`src/rtl/sld_pkg.sv`:
```
// Package: shared types and defaults for the serial-in latched driver core.
// Assumes all users compile this package first.
package sld_pkg;

    // Default number of output channels.
    localparam int SLD_DEFAULT_CH = 32;

    // One shift request from the edge detector to the register chain.
    typedef struct packed {
        logic pulse;   // high for one system cycle per shift-clock rise
        logic bit_in;  // serial bit to enter stage 1
    } shift_cmd_t;

endpackage

```
`src/rtl/sld_edge_detect.sv`:
```
// Module: sld_edge_detect
// Turns the sampled shift-clock level into a one-cycle shift request.
// Assumes shift_clk_i and ser_din_i are synchronous to clk. The stored level
// resets to 1, so a shift clock held high through reset does not count as a rise.
module sld_edge_detect
    import sld_pkg::*;
(
    input  logic       clk,
    input  logic       rst_n,
    input  logic       shift_clk_i,
    input  logic       ser_din_i,
    output shift_cmd_t cmd_o
);

    logic sclk_prev_q;

    // Remember the shift-clock level from the previous system cycle.
    always_ff @(posedge clk) begin
        if (!rst_n) sclk_prev_q <= 1'b1;
        else        sclk_prev_q <= shift_clk_i;
    end

    // Rise = high now and low last cycle; pass the data bit along.
    always_comb begin
        cmd_o.pulse  = shift_clk_i & ~sclk_prev_q;
        cmd_o.bit_in = ser_din_i;
    end

    // A request cannot repeat on back-to-back cycles without a low level between.
    AST_NO_BACK_TO_BACK: assert property (@(posedge clk) disable iff (!rst_n)
        cmd_o.pulse |=> !cmd_o.pulse) else $error("back-to-back shift");

endmodule

```
`src/rtl/sld_shift_chain.sv`:
```
// Module: sld_shift_chain
// Serial-in register chain. On each shift request, stage 1 (index 0) takes the
// serial bit and each later stage takes its predecessor.
// The last stage drives the serial output. Assumes NUM_CH >= 2.
module sld_shift_chain
    import sld_pkg::*;
#(
    parameter int NUM_CH = SLD_DEFAULT_CH
) (
    input  logic              clk,
    input  logic              rst_n,
    input  shift_cmd_t        cmd_i,
    output logic [NUM_CH-1:0] stages_o,
    output logic              sout_o
);

    localparam int LAST = NUM_CH - 1;

    logic [NUM_CH-1:0] stage_q;

    // Stage 1 loads the serial bit on a shift request.
    always_ff @(posedge clk) begin
        if (!rst_n)           stage_q[0] <= 1'b0;
        else if (cmd_i.pulse) stage_q[0] <= cmd_i.bit_in;
    end

    // Later stages each take the previous stage on a shift request.
    for (genvar k = 1; k < NUM_CH; k++) begin : g_stage
        always_ff @(posedge clk) begin
            if (!rst_n)           stage_q[k] <= 1'b0;
            else if (cmd_i.pulse) stage_q[k] <= stage_q[k-1];
        end
    end

    assign stages_o = stage_q;
    assign sout_o   = stage_q[LAST];

    AST_ENTRY_BIT: assert property (@(posedge clk) disable iff (!rst_n)
        cmd_i.pulse |=> stage_q[0] == $past(cmd_i.bit_in)) else $error("entry");
    AST_TAIL_MOVES: assert property (@(posedge clk) disable iff (!rst_n)
        cmd_i.pulse |=> sout_o == $past(stage_q[LAST-1])) else $error("tail");
    AST_IDLE_STABLE: assert property (@(posedge clk) disable iff (!rst_n)
        !cmd_i.pulse |=> $stable(stage_q)) else $error("idle shift");

endmodule

```
`src/rtl/sld_latch_bank.sv`:
```
// Module: sld_latch_bank
// Per-channel level-sensitive hold cells, built as a flop plus a bypass mux so
// the design stays synchronous. While load is high, each output is its input in
// the same cycle. While load is low, it is the value captured at the last system
// edge with load high.
module sld_latch_bank #(
    parameter int NUM_CH = 32
) (
    input  logic              clk,
    input  logic              rst_n,
    input  logic              load_i,
    input  logic [NUM_CH-1:0] d_i,
    output logic [NUM_CH-1:0] q_o
);

    logic [NUM_CH-1:0] held_q;

    for (genvar c = 0; c < NUM_CH; c++) begin : g_cell
        // Capture the channel input on every edge while load is high.
        always_ff @(posedge clk) begin
            if (!rst_n)      held_q[c] <= 1'b0;
            else if (load_i) held_q[c] <= d_i[c];
        end
        // Transparent while load is high, holding otherwise.
        assign q_o[c] = load_i ? d_i[c] : held_q[c];
    end

    AST_HOLD_WHEN_CLOSED: assert property (@(posedge clk) disable iff (!rst_n)
        !load_i |=> $stable(held_q)) else $error("hold lost");
    AST_CAPTURE_WHEN_OPEN: assert property (@(posedge clk) disable iff (!rst_n)
        load_i |=> held_q == $past(d_i)) else $error("capture");

endmodule

```
`src/rtl/sld_out_gate.sv`:
```
// Module: sld_out_gate
// Blanking gate per channel. Forces each output off while blank is high and
// passes the hold-cell value otherwise. Has no storage of its own.
module sld_out_gate #(
    parameter int NUM_CH = 32
) (
    input  logic              clk,
    input  logic              rst_n,
    input  logic              blank_i,
    input  logic              load_i,
    input  logic [NUM_CH-1:0] lat_i,
    output logic [NUM_CH-1:0] out_o
);

    for (genvar c = 0; c < NUM_CH; c++) begin : g_gate
        // Off while blanked, else follow the hold cell.
        assign out_o[c] = lat_i[c] & ~blank_i;
    end

    // On unblanking with the cells closed throughout, the held word returns.
    AST_UNBLANK_RESTORES: assert property (@(posedge clk) disable iff (!rst_n)
        ($fell(blank_i) && !load_i && $past(!load_i)) |-> out_o == $past(lat_i))
        else $error("unblank");

endmodule

```
`src/rtl/serial_latch_drv.sv`:
```
// Module: serial_latch_drv (top)
// Serial-in, latched, blankable parallel driver core with a cascade output.
// Assumes every input is synchronous to clk. NUM_CH >= 2.
module serial_latch_drv
    import sld_pkg::*;
#(
    parameter int NUM_CH = SLD_DEFAULT_CH
) (
    input  logic              clk,
    input  logic              rst_n,
    input  logic              shift_clk_i,
    input  logic              ser_din_i,
    input  logic              load_i,
    input  logic              blank_i,
    output logic [NUM_CH-1:0] drv_o,
    output logic              ser_dout_o
);

    shift_cmd_t        cmd;
    logic [NUM_CH-1:0] stages;
    logic [NUM_CH-1:0] held;

    sld_edge_detect u_edge (
        .clk         (clk),
        .rst_n       (rst_n),
        .shift_clk_i (shift_clk_i),
        .ser_din_i   (ser_din_i),
        .cmd_o       (cmd)
    );

    sld_shift_chain #(.NUM_CH(NUM_CH)) u_chain (
        .clk      (clk),
        .rst_n    (rst_n),
        .cmd_i    (cmd),
        .stages_o (stages),
        .sout_o   (ser_dout_o)
    );

    sld_latch_bank #(.NUM_CH(NUM_CH)) u_bank (
        .clk    (clk),
        .rst_n  (rst_n),
        .load_i (load_i),
        .d_i    (stages),
        .q_o    (held)
    );

    sld_out_gate #(.NUM_CH(NUM_CH)) u_gate (
        .clk     (clk),
        .rst_n   (rst_n),
        .blank_i (blank_i),
        .load_i  (load_i),
        .lat_i   (held),
        .out_o   (drv_o)
    );

    // Blanking must reach every output in the same cycle.
    AST_BLANK_OFF: assert property (@(posedge clk) disable iff (!rst_n)
        blank_i |-> drv_o == '0) else $error("blank leak");

endmodule

```
`config.mk`:
```
export PLATFORM = sky130hd
export DESIGN_NAME = serial_latch_drv
export DESIGN_NICKNAME = d
export VERILOG_FILES = /design/src/rtl/sld_pkg.sv /design/src/rtl/sld_edge_detect.sv /design/src/rtl/sld_shift_chain.sv /design/src/rtl/sld_latch_bank.sv /design/src/rtl/sld_out_gate.sv /design/src/rtl/serial_latch_drv.sv
export SDC_FILE = /design/constraint.sdc
export NUM_CORES = 1
export LEC_CHECK = 0
export BUFFER_PORTS_ARGS = -buffer_cell sky130_fd_sc_hd__buf_2
export CORE_MARGIN = 2
export CORE_UTILIZATION = 51
export DETAILED_ROUTE_END_ITERATION = 6
export PLACE_DENSITY_LB_ADDON = 0.2
export RECOVER_POWER = 25
export SLEW_MARGIN = 5
export SYNTH_ARGS = -nofsm -noshare
export SYNTH_HDL_FRONTEND = slang
export SYNTH_HIERARCHICAL = 1
export SYNTH_SLANG_ARGS = --single-unit
```
`constraint.sdc`:
```
create_clock -name clk -period 1.05 [get_ports clk]
set_input_delay 0.0525 -clock clk [delete_from_list [all_inputs] [get_ports clk]]
set_output_delay 0.0525 -clock clk [all_outputs]
set_load 0.03 [all_outputs]
```
==> results.md <==
- Outcome: complete, but fails checks
- Failing checks: setup timing
- Final Setup Violations: 60
- Drt pass-1 iters: 5
- CTS max path bufs: 2
- Post-synthesis xor/xnor area fraction: 0
- Clk sinks: 65
- CP Data Arrival Time: 1.26 ns
- DP Area: between 0.003 and 0.004 mm2
- Final ANT Viol Nets: 0
- Total wire length: between 5000 and 6000 um
- Vias/cell: approximately 4.8
- Adder-Cell Fraction of Synth Area: 0
- Largest net degree at the start of global routing: 51
- TritonCTS buffer count: 9
- Num rows: 27
- Die area: ~0.0064 mm2
- Global Route Usage Sum: 0.1805
- YS warnings: 6
- Root buffer cell: clkbuf_8
- Worst hold path type: in -> reg
- Ratio of cells with drive above 1 in the final layout: 0.5245
- Synth Area in Simple Gates: 0.2154
- FMAX: about 0.76 GHz
- Critical path launch point type: flop
- Area leader, netlist: dfxtp_1
- Starting DRT DRC Count: approximately 110
- Clock latency on the worst-skew pair: 0.33 ns
- Clk_skew: about 0.0047 ns
- RePlAce Congestion: between 0.7 and 0.8
- GRT overflow: 0
- Worst-path clk slew: 0.06 ns
- Fin. Hold Viols: 0
- Min cycle time layout: 1.314 ns
- Tightest Pin Transition: 0.7329 ns
- Yosys top cell area share: 0.4444
- Area Growth Syn to Fin: 32.09%
- DP Cell Count: about 340
- Net count, final: between 300 and 400
- FF+latch area: roughly 0.0013 mm2
- I/O pin count: 39
- Die width: roughly 80 um
- Mapped Cells: around 250
- Sequential area share after synthesis: 0.4444
- Peak VDD IR: roughly 0.0012 V
- Syn avg cell area: around 12 um2
- Final cell count without fillers: roughly 400
- Final worst slack: -0.2644 ns
- FILL cells: approximately 420
- Slew HR: 0.5114
- Final Util: 0.6981
- Drt wl/cell: approximately 14 um
- CTS tree: yes
- Static leakage: around 1.6 nW
- Distinct cells, synth: 13
- First-pass GRT wire length: about 8700 um
- Post-route DRC: 0
- Finished Cell Area: between 0.003 and 0.004 mm2
- Starting Density: 0.5285
- Max-cap viol count: 0
- Crit Path Class: reg -> out
- Vias in the first global route: between 1500 and 2000
- Largest family of logic cells by synthesized area: multiplexers
- Synth Register Bits: 65
- Mux share of post-synthesis cell area: 0.2709
- Hpwl dp: 2839 um
- Max Slew Vio Count: 0
- Area contributors post-synth: dfxtp_1 (44%), mux2_4 (15%), nor2b_1 (14%)
- CP Data Required Time: 1.00 ns
- Worst hold slack: 0.1343 ns
- Worst Setup End Kind: primary output
- Final cycle utilization of the critical path: 1.252
- Setup repair after global routing missed its margin: true
- Total number of vias: between 1500 and 2000
- Pwr/cell area: 1140 mW/mm2
- Multi-input gate area: around 0.0015 mm2
- Mapped Nets: ~250
- H-Tree Depth: 3
- Worst-path fanout max: 3
- Initial antenna violation count: 0
- Core ar.: about 0.0055 mm2
- Post-place setup slack: -0.06756 ns
- IO Port Bufs: 38
- Chip Height: roughly 80 um
- Synth Area in Compound Gates: 0
- Post-synth design cell area: a little under 0.003 mm2
- N_diodes: 0
[stage by stage]
stage	power, W	TNS, ns
3_3_place_gp	0.002758	-0.9058
2_1_floorplan	0.002730	0
4_1_cts	0.004428	-9.385
3_5_place_dp	0.002758	-1.099
6_report	0.004411	-9.484
5_1_grt	0.004579	-12.57
[metal layers]
layer | up-vias | part of all wire | track usage | routed length (um)
met3 | 4 | 0.035 | 0.06448 | 201
li1 | 949 | - | - | -
met2 | 33 | 0.50 | 0.2983 | 2845
met5 | - | 0 | 0 | 0
met1 | 906 | 0.46 | 0.2200 | 2632
met4 | 0 | 0.0077 | 0.05593 | 44
[sequential cells by signal (all words and copies together), names as in the netlist]
| signal | cells |
|---|---|
| u_chain/sout_o | 1 |
| u_bank/held_q | 32 |
| u_chain/stages_o | 31 |
| u_edge/sclk_prev_q | 1 |
[timing repair]
item                       in CTS  in global routing
resized for setup              70                 27
setup buffers                  27                  7
hold buffers                    2                  0
setup endpoints to repair      41                 64
gates cloned                    1                  3
hold endpoints to repair        2                  0
[cell type report]
type	count	area share
repair buffers	85	0.2087
clock inverters	1	0.001294
well taps	72	0.02329
multi-input cells	162	0.3850
clock buffers	13	0.03591
flip-flops and latches	65	0.3458
[Yosys cell counts]
library cell  count
buf_4             5
and2_1           28
mux2_2            2
buf_12            6
clkbuf_1          6
nand2b_1          1
nor2b_4           1
mux2_4           30
buf_6             2
dfxtp_1          65
and2_4            4
nor2b_1          64
mux2i_1          32
[cells in the final DEF (no fill, tap or decap), types with 3 or more instances in the layout]
master     count
and2_1        28
and2_4         4
buf_12         6
buf_2          5
buf_4         55
buf_6         12
clkbuf_1       5
clkbuf_16      3
clkbuf_8       9
dfxtp_1       36
dfxtp_2       29
mux2_4        32
mux2i_1       30
nor2b_1       53
nor2b_2       10
[cell families after synthesis]
logic type	after synthesis
buf+inv	19
mux	64
simple gates	98
flops	65
[path summary, 6_finish.rpt]
path / from / slack, ns / cells past startpoint / to
worst max-delay path: u_chain/stages_o[11]$_SDFFE_PN0P_ / -0.26 / 3 / drv_o[11]
worst min register to register: u_chain/stages_o[24]$_SDFFE_PN0P_ / 0.53 / 2 / u_chain/stages_o[24]$_SDFFE_PN0P_
worst max register to register: u_edge/sclk_prev_q$_SDFF_PN1_ / -0.12 / 5 / u_chain/stages_o[27]$_SDFFE_PN0P_
worst min-delay path: rst_n / 0.13 / 3 / u_edge/sclk_prev_q$_SDFF_PN1_
[report_power, final]
part	internal (W)	total (W)	switching, W
logic	0.000145	0.000286	0.000141
registers	0.00247	0.00247	0.00000276
clock network	0.000830	0.00165	0.000822
[critical path, stage by stage, from the launching register on]
cell,delay (ns)
dfxtp_2,0.33
mux2_4,0.26
nor2b_2,0.17
buf_6,0.18
No activity file was read; power rests on OpenSTA's default activity.
